File: config.mk
export PLATFORM = sky130hd
export DESIGN_NAME = qtick_timer
export DESIGN_NICKNAME = d
export VERILOG_FILES = /design/src/rtl/qtick_pkg.sv /design/src/rtl/qtick_prescaler.sv /design/src/rtl/qtick_channel.sv /design/src/rtl/qtick_irq.sv /design/src/rtl/qtick_timer.sv
export SDC_FILE = /design/constraint.sdc
export NUM_CORES = 1
export LEC_CHECK = 0
export ABC_AREA = 1
export BUFFER_PORTS_ARGS = -buffer_cell sky130_fd_sc_hd__buf_2
export CAP_MARGIN = 0
export CORE_ASPECT_RATIO = 1.25
export CORE_MARGIN = 8
export CORE_UTILIZATION = 60
export DETAILED_ROUTE_END_ITERATION = 8
export PLACE_DENSITY_LB_ADDON = 0.2
export SKIP_LAST_GASP = 1
export SLEW_MARGIN = 20
export SYNTH_ARGS = -nofsm -noshare
export SYNTH_HDL_FRONTEND = slang
export SYNTH_SLANG_ARGS = --single-unit
export TNS_END_PERCENT = 20
File: constraint.sdc
create_clock -name clk -period 5 [get_ports clk]
set_input_delay 1 -clock clk [delete_from_list [all_inputs] [get_ports clk]]
set_output_delay 1 -clock clk [all_outputs]
set_load 0.02 [all_outputs]
File: src/rtl/qtick_pkg.sv
package qtick_pkg;

  localparam int unsigned OFS_MASK   = 'h00;
  localparam int unsigned OFS_RAW    = 'h04;
  localparam int unsigned OFS_MSKD   = 'h08;
  localparam int unsigned OFS_CLR    = 'h0C;
  localparam int unsigned CH_BASE    = 'h10;
  localparam int unsigned CH_STRIDE  = 'h10;
  localparam int unsigned CH_LOAD    = 'h0;
  localparam int unsigned CH_COUNT   = 'h4;
  localparam int unsigned CH_CTRL    = 'h8;
  localparam int unsigned CH_BGND    = 'hC;

  typedef enum logic [1:0] {
    MODE_FREE     = 2'd0,
    MODE_PERIODIC = 2'd1,
    MODE_ONESHOT  = 2'd2
  } run_mode_e;

  typedef struct packed {
    logic       en;
    logic       periodic;
    logic [1:0] presc;
    logic       wide;
    logic       oneshot;
  } chan_ctrl_t;

  function automatic chan_ctrl_t ctrl_from_word(input logic [7:0] w);
    chan_ctrl_t c;
    c.en       = w[7];
    c.periodic = w[6];
    c.presc    = w[3:2];
    c.wide     = w[1];
    c.oneshot  = w[0];
    return c;
  endfunction

  function automatic logic [7:0] ctrl_to_word(input chan_ctrl_t c);
    return {c.en, c.periodic, 2'b00, c.presc, c.wide, c.oneshot};
  endfunction

  function automatic run_mode_e ctrl_mode(input chan_ctrl_t c);
    if (c.oneshot)       return MODE_ONESHOT;
    else if (c.periodic) return MODE_PERIODIC;
    else                 return MODE_FREE;
  endfunction

endpackage

File: src/rtl/qtick_prescaler.sv
module qtick_prescaler #(
  parameter int unsigned MID_SHIFT = 4,
  parameter int unsigned TOP_SHIFT = 8
) (
  input  logic       clk,
  input  logic       rst_n,
  input  logic       run,
  input  logic       restart,
  input  logic [1:0] code,
  output logic       step
);
  localparam int unsigned PW = TOP_SHIFT;
  localparam logic [PW-1:0] MID_MASK = PW'((1 << MID_SHIFT) - 1);

  logic [PW-1:0] pre_q, pre_d;
  logic [PW-1:0] sel_mask;

  always_comb begin
    case (code)
      2'b00:   sel_mask = '0;
      2'b01:   sel_mask = MID_MASK;
      default: sel_mask = '1;
    endcase
  end

  assign step = run && ((pre_q & sel_mask) == sel_mask);

  always_comb begin
    pre_d = pre_q;
    if (restart)  pre_d = '0;
    else if (run) pre_d = pre_q + 1'b1;
  end

  always_ff @(posedge clk or negedge rst_n) begin
    if (!rst_n) pre_q <= '0;
    else        pre_q <= pre_d;
  end
endmodule

File: src/rtl/qtick_channel.sv
module qtick_channel
  import qtick_pkg::*;
#(
  parameter int unsigned CW = 32
) (
  input  logic          clk,
  input  logic          rst_n,
  input  logic          tick_en,
  input  logic          wr_load,
  input  logic          wr_ctrl,
  input  logic          wr_bgnd,
  input  logic [CW-1:0] wdata,
  output logic [CW-1:0] count_rd,
  output logic [CW-1:0] load_rd,
  output logic [CW-1:0] bgnd_rd,
  output logic [CW-1:0] ctrl_rd,
  output logic [CW-1:0] cnt_raw,
  output logic          expire
);
  localparam int unsigned HALF = CW / 2;
  localparam logic [CW-1:0] NARROW_ONES = {{(CW-HALF){1'b0}}, {HALF{1'b1}}};

  logic [CW-1:0] cnt_q, cnt_d, bg_q, bg_d, ld_q, ld_d;
  chan_ctrl_t    ctrl_q, ctrl_d;
  logic [CW-1:0] eff, reload;
  logic          run, step, fire, at_zero;
  run_mode_e     mode;

  assign eff     = ctrl_q.wide ? cnt_q : {{(CW-HALF){1'b0}}, cnt_q[HALF-1:0]};
  assign run     = tick_en && ctrl_q.en;
  assign mode    = ctrl_mode(ctrl_q);
  assign at_zero = (eff == '0);
  assign fire    = step && !wr_load;
  assign expire  = fire && at_zero;

  qtick_prescaler u_presc (
    .clk     (clk),
    .rst_n   (rst_n),
    .run     (run),
    .restart (wr_load),
    .code    (ctrl_q.presc),
    .step    (step)
  );

  always_comb begin
    case (mode)
      MODE_PERIODIC: reload = bg_q;
      MODE_ONESHOT:  reload = '0;
      default:       reload = ctrl_q.wide ? '1 : NARROW_ONES;
    endcase
  end

  always_comb begin
    cnt_d  = cnt_q;
    bg_d   = bg_q;
    ld_d   = ld_q;
    ctrl_d = ctrl_q;
    if (wr_load) begin
      cnt_d = wdata;
      bg_d  = wdata;
      ld_d  = wdata;
    end else if (fire) begin
      cnt_d = at_zero ? reload : eff - 1'b1;
    end
    if (wr_bgnd) bg_d = wdata;
    if (wr_ctrl)                               ctrl_d    = ctrl_from_word(wdata[7:0]);
    else if (expire && mode == MODE_ONESHOT)   ctrl_d.en = 1'b0;
  end

  always_ff @(posedge clk or negedge rst_n) begin
    if (!rst_n) begin
      cnt_q  <= '0;
      bg_q   <= '0;
      ld_q   <= '0;
      ctrl_q <= '0;
    end else begin
      cnt_q  <= cnt_d;
      bg_q   <= bg_d;
      ld_q   <= ld_d;
      ctrl_q <= ctrl_d;
    end
  end

  assign count_rd = eff;
  assign load_rd  = ld_q;
  assign bgnd_rd  = bg_q;
  assign ctrl_rd  = CW'(ctrl_to_word(ctrl_q));
  assign cnt_raw  = cnt_q;
endmodule

File: src/rtl/qtick_irq.sv
module qtick_irq #(
  parameter int unsigned NUM_CH = 4
) (
  input  logic              clk,
  input  logic              rst_n,
  input  logic              wr_mask,
  input  logic              wr_clr,
  input  logic [NUM_CH-1:0] wbits,
  input  logic [NUM_CH-1:0] expire,
  output logic [NUM_CH-1:0] raw,
  output logic [NUM_CH-1:0] mask,
  output logic [NUM_CH-1:0] masked,
  output logic              irq
);
  logic [NUM_CH-1:0] raw_d, mask_d, clr_bits;

  assign clr_bits = wr_clr ? wbits : '0;

  always_comb begin
    raw_d  = (raw & ~clr_bits) | expire;
    mask_d = wr_mask ? wbits : mask;
  end

  always_ff @(posedge clk or negedge rst_n) begin
    if (!rst_n) begin
      raw  <= '0;
      mask <= '0;
    end else begin
      raw  <= raw_d;
      mask <= mask_d;
    end
  end

  assign masked = raw & mask;
  assign irq    = |masked;
endmodule

File: src/rtl/qtick_timer.sv
module qtick_timer
  import qtick_pkg::*;
#(
  parameter int unsigned NUM_CH = 4,
  parameter int unsigned ADDR_W = 8,
  parameter int unsigned REG_W  = 32
) (
  input  logic              clk,
  input  logic              rst_n,
  input  logic              tick_en,
  input  logic [ADDR_W-1:0] bus_addr,
  input  logic              bus_we,
  input  logic [REG_W-1:0]  bus_wdata,
  output logic [REG_W-1:0]  bus_rdata,
  output logic              irq
);
  logic [NUM_CH-1:0]            expire_vec, raw_vec, mask_vec, mskd_vec;
  logic [NUM_CH-1:0][REG_W-1:0] ch_count, ch_load, ch_bgnd, ch_ctrl, ch_cnt;

  logic sel_mask, sel_clr;
  assign sel_mask = (bus_addr == ADDR_W'(OFS_MASK));
  assign sel_clr  = (bus_addr == ADDR_W'(OFS_CLR));

  for (genvar i = 0; i < NUM_CH; i++) begin : g_ch
    localparam int unsigned BASE = CH_BASE + CH_STRIDE * i;
    logic wr_load, wr_ctrl, wr_bgnd;
    assign wr_load = bus_we && (bus_addr == ADDR_W'(BASE + CH_LOAD));
    assign wr_ctrl = bus_we && (bus_addr == ADDR_W'(BASE + CH_CTRL));
    assign wr_bgnd = bus_we && (bus_addr == ADDR_W'(BASE + CH_BGND));

    qtick_channel #(.CW(REG_W)) u_chan (
      .clk      (clk),
      .rst_n    (rst_n),
      .tick_en  (tick_en),
      .wr_load  (wr_load),
      .wr_ctrl  (wr_ctrl),
      .wr_bgnd  (wr_bgnd),
      .wdata    (bus_wdata),
      .count_rd (ch_count[i]),
      .load_rd  (ch_load[i]),
      .bgnd_rd  (ch_bgnd[i]),
      .ctrl_rd  (ch_ctrl[i]),
      .cnt_raw  (ch_cnt[i]),
      .expire   (expire_vec[i])
    );
  end

  qtick_irq #(.NUM_CH(NUM_CH)) u_irq (
    .clk     (clk),
    .rst_n   (rst_n),
    .wr_mask (bus_we && sel_mask),
    .wr_clr  (bus_we && sel_clr),
    .wbits   (bus_wdata[NUM_CH-1:0]),
    .expire  (expire_vec),
    .raw     (raw_vec),
    .mask    (mask_vec),
    .masked  (mskd_vec),
    .irq     (irq)
  );

  always_comb begin
    bus_rdata = '0;
    if (bus_addr == ADDR_W'(OFS_MASK)) bus_rdata = REG_W'(mask_vec);
    if (bus_addr == ADDR_W'(OFS_RAW))  bus_rdata = REG_W'(raw_vec);
    if (bus_addr == ADDR_W'(OFS_MSKD)) bus_rdata = REG_W'(mskd_vec);
    for (int i = 0; i < NUM_CH; i++) begin
      if (bus_addr == ADDR_W'(CH_BASE + CH_STRIDE * i + CH_LOAD))  bus_rdata = ch_load[i];
      if (bus_addr == ADDR_W'(CH_BASE + CH_STRIDE * i + CH_COUNT)) bus_rdata = ch_count[i];
      if (bus_addr == ADDR_W'(CH_BASE + CH_STRIDE * i + CH_CTRL))  bus_rdata = ch_ctrl[i];
      if (bus_addr == ADDR_W'(CH_BASE + CH_STRIDE * i + CH_BGND))  bus_rdata = ch_bgnd[i];
    end
  end
endmodule

==> metrics, run 1 <==
outcome finished, final reports clean; Nets 3609; mean routed wirelength per cell ~21 um; core area 0.0438 sq mm; initial core utilization between 60 and 70%; Critical Path Most Common Cell nand2_1; Rows 86; most common cell after layout, fill and taps aside nand2_1; # hold bufs at CTS 0; fin. max-slew vios 0; Inst Count DP 4075; DR pass1 iterations 7; Area Growth Syn to Fin 8.57%; DP Area between 0.02 and 0.03 sq mm; GRT overflow 0; crit-path cells buf_2 > nand2_1 > nor2_2 > nand2_1 > buf_4 > o22ai_1 > a21oi_1 > nand2_1 > o21ai_0 > o211ai_1 > nand2_1 > nand3_1 > o21ai_0 > nand2_1 > buf_2; most frequent cells in the layout nand2_1, dfrtp_1, o21ai_0; GPL Wtd Cong slightly below 1; initial detailed-routing violation count between 2000 and 2500; PwrDens 357 mW/mm^2; Hold WC Path Type in2async; WL final about 85 mm; unrepaired setup endpoints after global routing false; Clock transition at path regs approximately 0.050 ns; DIE AREA 0.0510 sq mm; EDFF count, synth 0; Die Ht 250 um; clk sinks approximately 450; final cell count without fillers 4157; Cells after Synth 3559; WS Path Type in2out; post-synth cell types 58; Vias 24900; Most used DFF post-synth dfrtp_1; Worst EP required 4.00 ns; setup bufs post-CTS 0; #FFs+latches synth ~450; Synth top area share about 43%; reg2reg setup slack 1.35 ns; Antenna Nets Post-Route 0; Crit-path slowest cell o22ai_1; global-route wire length before repair between 100 and 150 mm; Synth area leaders dfrtp_1, nand2_1, o21ai_0; Port Buffer Count 76; worst hold margin 0.413 ns; Critical Path Source Type primary input; min cycle time layout between 4 and 5 ns; Leak ~15 nW; syn_nets 3615; Vias per Instance 5.98; Tot Pwr about 0.01 W; Worst Skew 0.0106 ns; Ys Warns 0; mapped cell area approximately 0.026 sq mm; worst IR drop on VDD around 320 uV; worst-path fanout max 26; Horiz. Die Dim between 200 and 250 um; I/O pins 77; post-synthesis sequential area ratio between 40% and 50%; CTS buffer count 48; pin count of the biggest net entering global routing roughly 100; fmax ~0.22 GHz; DRC Markers 0; final instance area about 0.029 sq mm; GRT Total Usage between 30% and 40%; Finish-stage setup viols 0; fill count 3854; reg2reg start g_ch[3].u_chan.ctrl_rd[1]; via count of the first global-routing pass approximately 25000; clk root buf clkbuf_16; CP Capture Type primary output; ys async rst share between 90% and 100%; share of cells above drive strength 1 a little over a tenth; headroom to the max-slew limit approximately 27%; area leader, netlist dfrtp_1; crit path DAT 3.49 ns; initial antenna violation count 2; reg-to-reg endpoint g_ch[3].u_chan.cnt_raw[9]; max incr delay on CP around 0.32 ns; Clock Latency Late Sink 0.59 ns; worst-margin pin slew between 1 and 1.5 ns; maxcap violations 0; Final period util 89.9%; setup TNS 0 ns; DP Wirelength 62.6 mm; Syn Area/Cell ~7.4 sq um; R2R depth 13; CTS tree yes; H-tree lvl count 2; cts repair resizes 0; final hold viol count 0; clock buffer depth 3
## per-layer routing
metal | vias to the layer above | GRT usage, % | wire (um)
met1 | 11700 | 42.8 | 33600
li1 | 11600 | - | -
met4 | 0 | 17.6 | 4500
met2 | 1288 | 53.1 | 39300
met5 | - | 0 | 0
met3 | 240 | 5.29 | 7940
## cell usage after synthesis (all sizes together) (5+ instances only)
library cell,count
o21ai,386
o221a,5
inv,359
clkinv,5
ha,12
clkbuf,71
a21oi,163
buf,92
nand3,188
dfrtp,448
nor4,13
o211ai,101
nor3,49
o22ai,53
nand2,1113
mux2,33
mux2i,13
xnor2,14
nor2,308
nand4,45
xor2,54
a31oi,5
## worst max-delay path by stage
stage | startpoint | endpoint | slack (ns) | cells after the start
4_1_cts | bus_addr[1] | bus_rdata[21] | 0.57 | 15
3_5_place_dp | bus_addr[1] | bus_rdata[21] | 0.59 | 15
6_report | bus_addr[2] | bus_rdata[16] | 0.51 | 15
3_3_place_gp | bus_addr[2] | bus_rdata[17] | 0.66 | 15
5_1_grt | bus_addr[2] | bus_rdata[16] | 0.38 | 15
2_1_floorplan | bus_addr[2] | bus_rdata[3] | 1.50 | 12
## stage by stage
step	setup slack [ns]	utilization (%)
3_3_place_gp	0.655	61.5
4_1_cts	0.574	65.4
6_report	0.507	65.4
2_1_floorplan	1.50	-
3_5_place_dp	0.586	61.5
5_1_grt	0.382	65.4
## registers in the layout, summed over array words and instances, names as in the netlist
name / cells
g_ch.u_chan.cnt_raw: 128
g_ch.u_chan.load_rd: 128
u_irq.raw: 4
g_ch.u_chan.bgnd_rd: 128
g_ch.u_chan.u_presc.pre_q: 32
u_irq.mask: 4
g_ch.u_chan.ctrl_rd: 24
## layout make-up
| type | instances | area, sq um | share of cell area [%] |
|---|---|---|---|
| diodes | 2 | 5.00 | 0.0175 |
| well taps | 572 | 716 | 2.50 |
| multi-input cells | 2584 | 12900 | 45.2 |
| clock buffers | 65 | 1380 | 4.81 |
| clock inverters | 15 | 312 | 1.09 |
| inverters | 364 | 1370 | 4.78 |
| repair buffers | 107 | 698 | 2.44 |
| flip-flops and latches | 448 | 11200 | 39.2 |
## report_power, final
group / switching [W] / total, W / internal, W
Combinational: 0.00116 / 0.00182 / 0.000660
Clock: 0.00152 / 0.00390 / 0.00238
Sequential: 0.000427 / 0.00451 / 0.00409
Total: 0.00311 / 0.0102 / 0.00713
## critical path: cells and delay by family
| kind | cells | cell delay, ns |
|---|---|---|
| AOI/OAI and AO/OA | 5 | 0.80 |
| buffers and inverters | 3 | 0.67 |
| and+or+nand+nor | 7 | 0.98 |
## logic make-up after synthesis
family                     Yosys count  share of synthesized area, %
and+or+nand+nor                   1730                          28.5
buffers and inverters              527                          8.55
xor gates and xnor gates            68                          2.26
muxes                               46                          1.90
AOI/OAI and AO/OA                  728                          15.7
DFF                                448                          42.5
adders and majority gates           12                         0.569
No activity file was read; power rests on OpenSTA's default activity.
==> inputs of run 2 (changes only) <==
Settings changed: CELL_PAD_IN_SITES_DETAIL_PLACEMENT set to 2, CELL_PAD_IN_SITES_GLOBAL_PLACEMENT set to 2, CORE_UTILIZATION 60 to 40, CTS_BUF_LIST set to sky130_fd_sc_hd__clkbuf_16.
==> metrics, run 2 (synthesized netlist as in run 1, its figures left out) <==
Area Growth Syn to Fin 9.90%; final instance area 0.0290 sq mm (+1.2%); outcome finished, final reports clean; mean routed wirelength per cell 24.9 um (+22%); worst-path fanout max 32 (+23%); Clock Power Share 36.8% (-1.3 points); Final period util 91.5% (+1.6 points); cts repair resizes 0 (unchanged); sequential share of power 43.9% (-0.2 points); Nets 3623 (+0.39%); DR pass1 iterations 5 (-2); crit path DAT 3.57 ns (+0.08 ns); Critical path origin bus_addr[2]; H-tree lvl count 2 (unchanged); Gate power share 19.3% (+1.5 points); Critical Path Source Type primary input; maxcap violations 0 (unchanged); # hold bufs at CTS 0 (unchanged); Port Buffer Count 76 (unchanged); fin. max-slew vios 0 (unchanged); CTS tree yes; initial detailed-routing violation count 1198 (-45%); Worst EP required 4.00 ns (about the same); final hold viol count 0 (unchanged); via count of the first global-routing pass 28700 (+17%); share of cells above drive strength 1 11.2% (+0.28 points); clk sinks 448 (unchanged); Die Ht 303 um (+21%); Worst Skew 0.0372 ns (+0.0266 ns); Post-Place Setup Slack 0.508 ns (-0.0777 ns); fill count 7660 (+99%); most frequent cells in the layout nand2_1, dfrtp_1, inv_1; most common cell after layout, fill and taps aside nand2_1; clk root buf clkbuf_16; GRT overflow 0 (unchanged); CTS buffer count 52 (+8.3%); core area 0.0654 sq mm (+49%); fmax 0.219 GHz (-1.7%); Vias per Instance 5.76 (-3.7%); Rows 105 (+22%); Finish-stage setup viols 0 (unchanged); setup TNS 0 ns (unchanged); Tot Pwr 0.0104 W (+1.3%); GPL Wtd Cong 0.918 (-4.9%); Leak 14.8 nW (+0.41%); CP Capture Type primary output; Antenna Nets Post-Route 0 (unchanged); min cycle time layout 4.57 ns (+0.0799 ns); DP Area 0.0274 sq mm (+1.6%); register area 0.0112 sq mm (unchanged); Ant. Diodes 0 (-2); reg2reg start g_ch[3].u_chan.ctrl_rd[1]; initial core utilization 40.3% (-20 points); I/O pins 77 (unchanged); DIE AREA 0.0745 sq mm (+46%); GRT Total Usage 29.7% (-3.4 points); NetSw 0.00351 W (+13%); Vias 25700 (+3.5%); WS Path Type in2out; DRC Markers 0 (unchanged); initial antenna violation count 1 (-1); global-route wire length before repair 173 mm (+28%); worst-margin pin slew 1.04 ns (-0.0516 ns); Hold WC Path Type in2async; Clock transition at path regs 0.06 ns (about the same); PwrDens 358 mW/mm^2 (about the same); worst IR drop on VDD 247 uV (-23%); clock buffer depth 3 (unchanged); Net Sw Frac 33.9% (+3.5 points); Clock Latency Late Sink 0.63 ns (+0.04 ns); setup bufs post-CTS 0 (unchanged); Horiz. Die Dim 246 um (+21%); DP Wirelength 83.3 mm (+33%); WL final 111 mm (+31%); headroom to the max-slew limit 30.4% (+3.4 points); final worst slack 0.427 ns (-0.0799 ns); area of the multi-input gates 0.0129 sq mm (unchanged); pin count of the biggest net entering global routing 109 (+7.9%); unrepaired setup endpoints after global routing false; Power Internal 0.00686 W (-3.8%)
[run 2: power by group through the flow]
stage	Clock (W)	Combinational (W)	Sequential (W)
4_1_cts	0.00386	0.00200	0.00454
6_report	0.00381	0.00201	0.00455
5_1_grt	0.00398	0.00221	0.00460
3_3_place_gp	0	0.00182	0.00455
2_1_floorplan	0	0.00134	0.00443
3_5_place_dp	0	0.00196	0.00460
[run 2: metrics by stage]
| stage | hold WS, ns | instances | util [%] |
|---|---|---|---|
| global route | 0.489 | 4465 | 44.3 |
| global placement | 0.453 | 4369 | 41.8 |
| CTS | 0.473 | 4465 | 44.3 |
| finish | 0.409 | 4465 | 44.3 |
| floorplan | 0.442 | 3559 | - |
| detailed placement | 0.459 | 4369 | 41.8 |
[run 2: final timing paths]
path / cells after the start / endpoint / slack (ns)
worst max-delay path: 15 / bus_rdata[16] / 0.43
worst min register to register: 2 / g_ch[3].u_chan.load_rd[31] / 0.47
max in group asynchronous: 2 / g_ch[3].u_chan.load_rd[23] / 3.24
worst min-delay path: 1 / g_ch[3].u_chan.u_presc.pre_q[4] / 0.41
worst max register to register: 13 / g_ch[3].u_chan.cnt_raw[9] / 1.24
min in group clk: 2 / g_ch[3].u_chan.load_rd[31] / 0.47
[run 2: cell type report]
| type | count | share of cell area, % |
|---|---|---|
| multi-input combinational | 2584 | 44.7 |
| inverter | 364 | 4.73 |
| tap | 856 | 3.70 |
| timing repair buffer | 117 | 2.62 |
| clock buffer | 52 | 4.49 |
| sequential | 448 | 38.7 |
| clock inverter | 44 | 1.12 |
[run 2: worst max-delay path: stages]
cell and delay (ns):
buf_2 0.24, nand2_1 0.11, nor2_2 0.31, inv_2 0.15
nor2_2 0.15, buf_4 0.40, a21oi_1 0.09, nand2_1 0.13
o21ai_0 0.15, o211ai_1 0.15, nand2_1 0.14, nand3_1 0.09
o21ai_0 0.15, nand2_1 0.11, buf_2 0.17
[run 2: per-layer routing]
| metal | global-route usage [%] | up-vias | share of wire [%] |
|---|---|---|---|
| met5 | 0 | - | 0 |
| met4 | 13.8 | 0 | 4.9 |
| met3 | 2.90 | 249 | 3.2 |
| met2 | 52.5 | 562 | 50 |
| met1 | 36.2 | 13200 | 42 |
| li1 | - | 11700 | - |
==> inputs of run 3 (changes only) <==
Settings changed: ABC_AREA 1 to unset, CORE_UTILIZATION 40 to 42.
==> metrics, run 3 <==
fmax 0.212 GHz (-2.9%); min cycle time layout 4.71 ns (+0.138 ns); I/O pins 77 (unchanged); outcome finished, final reports clean; Clock transition at path regs 0.06 ns (about the same); ys async rst share 100% (unchanged); most common cell after layout, fill and taps aside nand2_1; WL final 143 mm (+29%); Post-synth top cells nand2_1, dfrtp_1, o21ai_0, a21oi_1, clkbuf_1; Synth top area share 41.4% (-1.1 points); Leak 13.2 nW (-11%); DRC Markers 0 (unchanged); Clock Latency Late Sink 0.63 ns (about the same); headroom to the max-slew limit 26.1% (-4.3 points); Critical Path Most Common Cell buf_2; Nets 3248 (-10%); Ys Warns 0 (unchanged); Port Buffer Count 76 (unchanged); mean routed wirelength per cell 35.1 um (+41%); Rows 104 (-0.95%); Most used DFF post-synth dfrtp_1; mapped cell area 0.0271 sq mm (+2.8%); Worst EP required 4.00 ns (about the same); maxcap violations 0 (unchanged); most frequent cells in the layout nand2_1, dfrtp_1, o21ai_0; Horiz. Die Dim 243 um (-0.99%); post-synthesis sequential area ratio 41.4% (-1.1 points); max incr delay on CP 0.58 ns (+0.18 ns); CTS buffer count 52 (unchanged); most frequent cell after synthesis nand2_1; initial detailed-routing violation count 2760 (+130%); CP Capture Type primary output; initial core utilization 42.3% (+1.9 points); GPL Wtd Cong 0.994 (+8.3%); Vias per Instance 6.92 (+20%); final hold viol count 0 (unchanged); crit path DAT 3.71 ns (+0.14 ns); clk sinks 448 (unchanged); area leader, netlist dfrtp_1; global-route wire length before repair 211 mm (+22%); DIE AREA 0.0730 sq mm (-2.0%); Crit-path slowest cell and2_1; PwrDens 421 mW/mm^2 (+18%); post-synth cell types 90 (+55%); worst-path fanout max 13 (-59%); Area Growth Syn to Fin 11.8%; Post-Place Setup Slack 0.402 ns (-0.106 ns); Final period util 94.2% (+2.8 points); worst hold margin 0.383 ns (-0.0264 ns); worst-margin pin slew 1.11 ns (+0.0632 ns); via count of the first global-routing pass 30700 (+6.9%); Syn Area/Cell 8.43 sq um (+14%); EDFF count, synth 0 (unchanged); GRT overflow 0 (unchanged); crit-path cells buf_2 > nor4_1 > and2_1 > o221ai_1 > a211oi_1 > a21oi_1 > o21ai_0 > buf_2; fin. max-slew vios 0 (unchanged); Tot Pwr 0.0127 W (+23%); DP Wirelength 103 mm (+24%); setup TNS 0 ns (unchanged); Critical Path Source Type primary input; worst IR drop on VDD 270 uV (+9.2%); CP Buf/Inv Count 2 (-2); #FFs+latches synth 448 (unchanged); WS Path Type in2out; Die Ht 300 um (-1.0%); final worst slack 0.289 ns (-0.138 ns); clk root buf clkbuf_16; Largest delay share family, worst path compound AO/OA/AOI/OAI gates; clock buffer depth 3 (unchanged); unrepaired setup endpoints after global routing false; DR pass1 iterations 5 (unchanged); Worst Skew 0.0186 ns (-0.0187 ns); Hold WC Path Type in2async; Antenna Nets Post-Route 0 (unchanged); H-tree lvl count 2 (unchanged); cts repair resizes 0 (unchanged); Finish-stage setup viols 0 (unchanged); # hold bufs at CTS 0 (unchanged); Synth area leaders dfrtp_1, nand2_1, o21ai_0; initial antenna violation count 11 (+10); Cells after Synth 3216 (-9.6%); setup bufs post-CTS 0 (unchanged); GRT Total Usage 38.3% (+8.6 points); CTS tree yes; pin count of the biggest net entering global routing 104 (-4.6%); syn_nets 3272 (-9.5%); core area 0.0642 sq mm (-1.9%); share of cells above drive strength 1 14.0% (+2.8 points); Vias 28300 (+9.9%)
## run 3: layer usage
metal | vias to the layer above | global-route usage [%] | routed length, um
li1 | 11700 | - | -
met1 | 14600 | 44.0 | 52000
met2 | 1423 | 62.5 | 66700
met3 | 555 | 7.46 | 11100
met4 | 16 | 30.2 | 13400
met5 | - | 0 | 105
## run 3: final timing paths
check / from / end / slack, ns / depth (start not counted)
worst max-delay path: bus_addr[7] / bus_rdata[6] / 0.29 / 8
worst min-delay path: rst_n / g_ch[2].u_chan.bgnd_rd[20] / 0.38 / 1
worst max register to register: g_ch[0].u_chan.cnt_raw[8] / g_ch[0].u_chan.cnt_raw[15] / 0.48 / 6
worst min register to register: g_ch[0].u_chan.load_rd[10] / g_ch[0].u_chan.load_rd[10] / 0.48 / 2
max in group asynchronous: rst_n / g_ch[0].u_chan.u_presc.pre_q[1] / 3.40 / 2
min in group clk: g_ch[0].u_chan.load_rd[10] / g_ch[0].u_chan.load_rd[10] / 0.48 / 2
## run 3: through the flow
stage | utilization (%) | area (sq um) | instances
global route | 47.2 | 30300 | 4080
CTS | 47.2 | 30300 | 4080
finish | 47.2 | 30300 | 4088
detailed placement | 44.5 | 28500 | 3986
floorplan | - | 27100 | 3216
global placement | 44.5 | 28500 | 3986
## run 3: area by class of cell
| type | count | area, sq um |
|---|---|---|
| multi-input cells | 2440 | 14700 |
| well taps | 848 | 1060 |
| clock inverters | 41 | 395 |
| inverters | 55 | 206 |
| fillers | 7052 | 33900 |
| repair buffers | 195 | 1370 |
| clock buffers | 53 | 1330 |
| flip-flops and latches | 448 | 11200 |
| diodes | 8 | 20.0 |
## run 3: cell families after synthesis
family | count (synthesis) | synth area share (%)
compound gates | 1005 | 24.1
fa+ha+maj | 12 | 0.554
mux | 154 | 6.50
simple gates | 1202 | 20.4
buf+inv | 328 | 4.84
flops | 448 | 41.4
xor+xnor | 67 | 2.16
## run 3: where the power goes
| part | leakage [nW] | switching, W | internal, W |
|---|---|---|---|
| sequential | 6.05 | 0.00108 | 0.00416 |
| clock | 0.867 | 0.00173 | 0.00233 |
| combinational | 6.24 | 0.00229 | 0.00116 |
| total | 13.2 | 0.00510 | 0.00765 |
## run 3: worst register-to-register path, delay by kind of cell (launching register included)
kind             cells  cell delay [ns]
AND/OR/NAND/NOR      4             3.12
AO/OA/AOI/OAI        2             0.80
flip-flops           1             0.48
